File: config.mk
export PLATFORM = sky130hd
export DESIGN_NAME = dram_refresh_gen
export DESIGN_NICKNAME = d
export VERILOG_FILES = /design/src/rtl/refresh_pkg.sv /design/src/rtl/refresh_datapath.sv /design/src/rtl/refresh_ctrl.sv /design/src/rtl/dram_refresh_gen.sv
export SDC_FILE = /design/constraint.sdc
export NUM_CORES = 1
export LEC_CHECK = 0
export ABC_AREA = 1
export CAP_MARGIN = 40
export CORE_ASPECT_RATIO = 2
export CORE_MARGIN = 2
export CORE_UTILIZATION = 50
export CTS_BUF_LIST = sky130_fd_sc_hd__clkbuf_4 sky130_fd_sc_hd__clkbuf_8 sky130_fd_sc_hd__clkbuf_16
export CTS_CLUSTER_SIZE = 10
export DETAILED_ROUTE_END_ITERATION = 8
export DONT_BUFFER_PORTS = 1
export GPL_ROUTABILITY_DRIVEN = 0
export PLACE_DENSITY_LB_ADDON = 0.12
export SLEW_MARGIN = 30
export SYNTH_ARGS = -nofsm -noshare
export SYNTH_HDL_FRONTEND = slang
export SYNTH_HIERARCHICAL = 1
export SYNTH_SLANG_ARGS = --single-unit
File: constraint.sdc
create_clock -name clk -period 2.1 [get_ports clk]
set_input_delay 0.21 -clock clk [delete_from_list [all_inputs] [get_ports clk]]
set_output_delay 0.21 -clock clk [all_outputs]
set_load 0.005 [all_outputs]
File: src/rtl/refresh_pkg.sv
package refresh_pkg;

  // Register select codes on the configuration port.
  localparam logic [1:0] SEL_PERIOD = 2'd0;
  localparam logic [1:0] SEL_BASE   = 2'd1;
  localparam logic [1:0] SEL_CTRL   = 2'd2;

  // Strobes from the control section to the datapath.
  typedef struct packed {
    logic loadCount;   // reload interval timer from the period register
    logic decCount;    // count the timer down by one tick
    logic rowAdvance;  // a refresh cycle was accepted: step the row
  } rfStrobes_t;

endpackage

File: src/rtl/refresh_datapath.sv
module refresh_datapath
  import refresh_pkg::*;
#(
  parameter int ADDR_W = 20,
  parameter int CNT_W  = 16,
  parameter int ROW_W  = 9
) (
  input  logic              clk,
  input  logic              rst,
  input  logic              cfgWe,
  input  logic [1:0]        cfgSel,
  input  logic [ADDR_W-1:0] cfgData,
  input  rfStrobes_t        strobe,
  output logic              countLow,
  output logic [ADDR_W-1:0] rowAddr
);

  logic [CNT_W-1:0]  periodQ;
  logic [CNT_W-1:0]  countQ;
  logic [ADDR_W-1:0] baseQ;
  logic [ROW_W-1:0]  rowQ;
  logic [ADDR_W-1:0] rowExt;

  // Configuration registers.
  always_ff @(posedge clk) begin
    if (rst) begin
      periodQ <= '0;
      baseQ   <= '0;
    end else if (cfgWe) begin
      if (cfgSel == SEL_PERIOD) periodQ <= cfgData[CNT_W-1:0];
      if (cfgSel == SEL_BASE)   baseQ   <= cfgData;
    end
  end

  // Interval timer. A reload takes the period value held before this edge.
  always_ff @(posedge clk) begin
    if (rst)                   countQ <= '0;
    else if (strobe.loadCount) countQ <= periodQ;
    else if (strobe.decCount)  countQ <= countQ - 1'b1;
  end

  // The timer runs out at one; a period of zero is treated as one.
  assign countLow = (countQ <= CNT_W'(1));

  // Row counter wraps by its natural width.
  always_ff @(posedge clk) begin
    if (rst)                    rowQ <= '0;
    else if (strobe.rowAdvance) rowQ <= rowQ + 1'b1;
  end

  generate
    if (ROW_W < ADDR_W) begin : gRowPad
      assign rowExt = {{(ADDR_W-ROW_W){1'b0}}, rowQ};
    end else begin : gRowTrim
      assign rowExt = rowQ[ADDR_W-1:0];
    end
  endgenerate

  assign rowAddr = baseQ + rowExt;

  // an accepted cycle steps the row by exactly one (wrapping).
  a_r6_row_step: assert property (@(posedge clk) disable iff (rst)
    strobe.rowAdvance |=> rowQ == $past(rowQ) + 1'b1);

  // without an accepted cycle the row holds.
  a_r6_row_hold: assert property (@(posedge clk) disable iff (rst)
    !strobe.rowAdvance |=> $stable(rowQ));

  // the timer stays put when neither a reload nor a tick happens.
  a_r7_count_hold: assert property (@(posedge clk) disable iff (rst)
    (!strobe.loadCount && !strobe.decCount) |=> $stable(countQ));

endmodule

File: src/rtl/refresh_ctrl.sv
module refresh_ctrl
  import refresh_pkg::*;
(
  input  logic       clk,
  input  logic       rst,
  input  logic       enhancedMode,
  input  logic       tickEn,
  input  logic       cfgWe,
  input  logic [1:0] cfgSel,
  input  logic       enBit,
  input  logic       countLow,
  input  logic       reqAck,
  output rfStrobes_t strobe,
  output logic       reqValid
);

  logic enableQ;
  logic pendingQ;
  logic ctrlWrite;
  logic stopWrite;
  logic startWrite;
  logic running;
  logic expire;
  logic accepted;

  assign ctrlWrite  = cfgWe && (cfgSel == SEL_CTRL);
  assign stopWrite  = ctrlWrite && !enBit;
  assign startWrite = ctrlWrite && enBit;
  assign running    = enableQ && enhancedMode;
  assign expire     = running && tickEn && countLow;
  assign accepted   = pendingQ && reqAck;

  always_ff @(posedge clk) begin
    if (rst)            enableQ <= 1'b0;
    else if (ctrlWrite) enableQ <= enBit;
  end

  // Pending request: a stop write or leaving the mode drops it; an expiry
  // wins over a simultaneous acknowledge, so no request is lost.
  always_ff @(posedge clk) begin
    if (rst)                pendingQ <= 1'b0;
    else if (stopWrite)     pendingQ <= 1'b0;
    else if (!enhancedMode) pendingQ <= 1'b0;
    else if (expire)        pendingQ <= 1'b1;
    else if (accepted)      pendingQ <= 1'b0;
  end

  always_comb begin
    strobe            = '0;
    strobe.loadCount  = startWrite || expire;
    strobe.decCount   = running && tickEn && !countLow && !startWrite;
    strobe.rowAdvance = accepted;
  end

  assign reqValid = pendingQ;

  // reset leaves the block idle.
  a_r1_reset_idle: assert property (@(posedge clk)
    rst |=> (!pendingQ && !enableQ));

  // outside the enhanced mode no request can be outstanding.
  a_r2_mode_gate: assert property (@(posedge clk) disable iff (rst)
    !enhancedMode |=> !pendingQ);

  // a request is held until it is acknowledged.
  a_r5_hold_until_ack: assert property (@(posedge clk) disable iff (rst)
    (pendingQ && !reqAck && enhancedMode && !stopWrite) |=> pendingQ);

  // a stop write clears both the enable and the request.
  a_r7_stop_clears: assert property (@(posedge clk) disable iff (rst)
    stopWrite |=> (!pendingQ && !enableQ));

  // acknowledge and expiry together keep a request outstanding.
  a_r8_ack_meets_expiry: assert property (@(posedge clk) disable iff (rst)
    (accepted && expire && !stopWrite) |=> pendingQ);

endmodule

File: src/rtl/dram_refresh_gen.sv
module dram_refresh_gen
  import refresh_pkg::*;
#(
  parameter int ADDR_W = 20,
  parameter int CNT_W  = 16,
  parameter int ROW_W  = 9
) (
  input  logic              clk,
  input  logic              rst,
  input  logic              enhancedMode,
  input  logic              tickEn,
  input  logic              cfgWe,
  input  logic [1:0]        cfgSel,
  input  logic [ADDR_W-1:0] cfgData,
  output logic              reqValid,
  input  logic              reqAck,
  output logic [ADDR_W-1:0] reqAddr
);

  rfStrobes_t strobe;
  logic       countLow;

  refresh_ctrl uCtrl (
    .clk          (clk),
    .rst          (rst),
    .enhancedMode (enhancedMode),
    .tickEn       (tickEn),
    .cfgWe        (cfgWe),
    .cfgSel       (cfgSel),
    .enBit        (cfgData[0]),
    .countLow     (countLow),
    .reqAck       (reqAck),
    .strobe       (strobe),
    .reqValid     (reqValid)
  );

  refresh_datapath #(
    .ADDR_W (ADDR_W),
    .CNT_W  (CNT_W),
    .ROW_W  (ROW_W)
  ) uPath (
    .clk      (clk),
    .rst      (rst),
    .cfgWe    (cfgWe),
    .cfgSel   (cfgSel),
    .cfgData  (cfgData),
    .strobe   (strobe),
    .countLow (countLow),
    .rowAddr  (reqAddr)
  );

  // the address of an outstanding request does not move under the bus.
  a_r4_addr_stable: assert property (@(posedge clk) disable iff (rst)
    (reqValid && !reqAck && !cfgWe) |=> $stable(reqAddr));

endmodule

==> results.tsv <==
metric	value	unit
max_freq	480.1	MHz
cp.required	1.89	ns
dieArea	8369	sq um
cts_buffer_depth	2	
cp_common_cell	nand2_2	
hold_path_startpoint	cfgData[3]	
grt_setup_unrepaired	yes	
slowest_delay	0.37	ns
clk_pin_slew	0.05	ns
reg2reg_to	uPath/countQ[3]$_SDFFE_PP0P_	
r2r.worst_path.cells	14	
cp_slowest_cell	fa_2	
finalNetCount	652	
grt.overflow.total	0	
grt_max_degree	41	
via_per_inst	5.124	
critPathCaptureType	output port	
netlist_area	3806	sq um
maxCapViolations	0	
power.density	660.8	nW/um^2
grt_pass1_vias	3363	
hold_viol_final	0	
critPathMaxFanout	3	
regToRegSetupSlack	0.05	ns
tightest_slew	0.7291	ns
fin_crit_sh	99.18	%
critPathBufInv	2	
cts.sinks	63	
vias	3638	
drc	0	
design_area	4607	sq um
grt_use_total	23.02	%
finalWirelength	9380	um
outcome	finished clean	
ir_worst_vdd	0.7188	mV
grt_pass1_wl	15140	um
first_pass_iters	4	
finalSetupViolCount	0	
fin_crit	2.083	ns
final_max_slew_viol_count	0	
cp_top_family	simple AND/OR/NAND/NOR gates	
htreeDepth	3	
worst_slack	0.01723	ns
yosysWarnings	6	
io_pins	49	
die_x	65.70	um
crit_type	flip-flop to output port	
final_core_utilization	61.52	%
drive_gt1_share	21.27	%
p_leak	2.109	nW
fin_skew	0.004429	ns
ys_seq_area_share	33.14	%
start_util	50.83	%
numCtsBuffers	9	
wl_per_cell	13.21	um
synthCells	585	
hold_depth	2	
nFillCells	742	
synthesis.nets	626	
insertedDiodeCount	0	
dr.first_iter.drc_count	206	
placed_area	4035	sq um
fp.dieH	127.4	um
syn_to_final_growth	21.04	%
synth_area_per_cell	6.506	sq um
core	7488	sq um
reg2reg_from	uPath/countQ[1]$_SDFFE_PP0P_	
crit_chain	ha_4 -> inv_2 -> fa_2 -> inv_2 -> nand3_2 -> nand3_2 -> nand2_2 -> nand2_4 -> nand2_2 -> nand2_1 -> nand2_1 -> nand2_2	
final_cell_mix	121 x nand2_1, 81 x nor2_1, 68 x inv_1, 58 x dfxtp_1, 36 x a21oi_1	
cts_tree	built	
cts-root-buf	clkbuf_16	
final_common_cell	nand2_1	
dp_hpwl	7014	um
port_buffers	0	
fin_tns_setup	0	ns
clk-insertion-delay-late	0.32	ns
hold_end	uPath/periodQ[3]$_SDFFE_PP0P_	
critPathLaunch	uPath/baseQ[0]$_SDFFE_PP0P_	
synthDistinctLibCells	37	
grt_antenna_before_repair	0	
post-place-ws	-0.04709	ns
start_kind	flip-flop	
core.rowCount	45	
yosys_register_bits	63	
arrival	1.87	ns
slew-limit-headroom	51.23	%
hold_path.class	primary input to flip-flop	
ant_nets	0	
power	0.003044	W
[timing repair]
item	4_1_cts	5_1_grt
buffers inserted	0	6
resized for setup	12	48
hold buffers	1	0
setup endpoints to repair	14	26
pin swaps	1	13
endpoints found under the hold margin	17	0
[cells by family after synthesis]
logic type / count (synthesis) / share of synthesized area (%)
adders and majority gates: 13 / 4.471
xor gates and xnor gates: 12 / 2.959
DFF: 63 / 33.14
AOI/OAI and AO/OA: 105 / 14.79
buffers and inverters: 97 / 9.993
and+or+nand+nor: 295 / 34.65
[how the worst max path moves through the flow]
stage	to	slack [ns]	cells past startpoint
after detailed placement	uPath/countQ[3]$_SDFFE_PP0P_	-0.05	14
final	reqAddr[10]	0.02	12
after CTS	reqAddr[10]	-0.02	12
after global placement	uPath/countQ[3]$_SDFFE_PP0P_	0.05	14
after global routing	uPath/countQ[3]$_SDFFE_PP0P_	-0.12	14
after floorplan	uPath/countQ[10]$_SDFFE_PP0P_	0.04	10
[state kept, by name, summed over array words and instances, names as in the netlist]
name            cells
uPath/periodQ      16
uPath/countQ       16
uPath/baseQ        20
uCtrl/enableQ       1
uPath/rowQ          9
uCtrl/reqValid      1
[routing by layer]
layer  track usage, %  routed length, um  vias up
li1                 -                  -     1916
met1            27.47               3962     1649
met2            40.17               4895       66
met3            3.609                398        7
met4            9.191                123        0
met5                0                  0        -
[worst reg2reg max path, delay by kind of cell, from the launching register on]
| family | cells | cell delay [ns] |
|---|---|---|
| AO/OA/AOI/OAI | 5 | 0.73 |
| adder cells (fa/ha/maj) | 1 | 0.19 |
| buffers and inverters | 5 | 0.37 |
| flip-flops | 1 | 0.33 |
| AND/OR/NAND/NOR | 3 | 0.34 |
[layout make-up]
| cell class | count | area [sq um] | share of cell area, % |
|---|---|---|---|
| multi-input combinational | 425 | 2362 | 51.28 |
| sequential | 63 | 1267 | 27.51 |
| inverter | 79 | 296.5 | 6.437 |
| timing repair buffer | 33 | 265.3 | 5.758 |
| clock buffer | 9 | 225.2 | 4.889 |
| tap | 94 | 117.6 | 2.553 |
| clock inverter | 7 | 72.57 | 1.575 |
[cell usage after synthesis (all sizes together)]
| cell type | n | area [sq um] |
|---|---|---|
| inv | 78 | 292.8 |
| ha | 12 | 150.1 |
| nand3 | 38 | 210.2 |
| a21oi | 40 | 200.2 |
| and3 | 1 | 6.260 |
| xnor2 | 5 | 43.79 |
| a21boi | 1 | 7.510 |
| nor3 | 6 | 30.03 |
| or2 | 2 | 12.51 |
| and2 | 1 | 6.260 |
| fa | 1 | 20.02 |
| a31oi | 3 | 18.77 |
| nor4b | 1 | 8.760 |
| buf | 11 | 57.55 |
| nand2 | 138 | 550.5 |
| nor2 | 102 | 456.7 |
| o21bai | 1 | 7.510 |
| a21o | 1 | 7.510 |
| dfxtp | 63 | 1261 |
| clkbuf | 7 | 26.28 |
| xor2 | 7 | 68.82 |
| a22oi | 9 | 67.56 |
| clkinv | 1 | 3.750 |
| nand4 | 6 | 37.54 |
| o21ai | 50 | 254.0 |
[through the flow]
step,std cells,hold WS (ns)
after floorplan,585,0.3449
after global placement,687,0.2830
after detailed placement,687,0.2845
after CTS,704,0.01649
after global routing,710,0.02510
final,710,0.02371
[report_power, final]
group / internal, W / switching [W] / total (W)
registers: 0.00124 / 0.0000359 / 0.00127
clock network: 0.000919 / 0.000545 / 0.00146
logic: 0.000124 / 0.000182 / 0.000306
total: 0.00228 / 0.000763 / 0.00304
No activity file was read; power rests on OpenSTA's default activity.
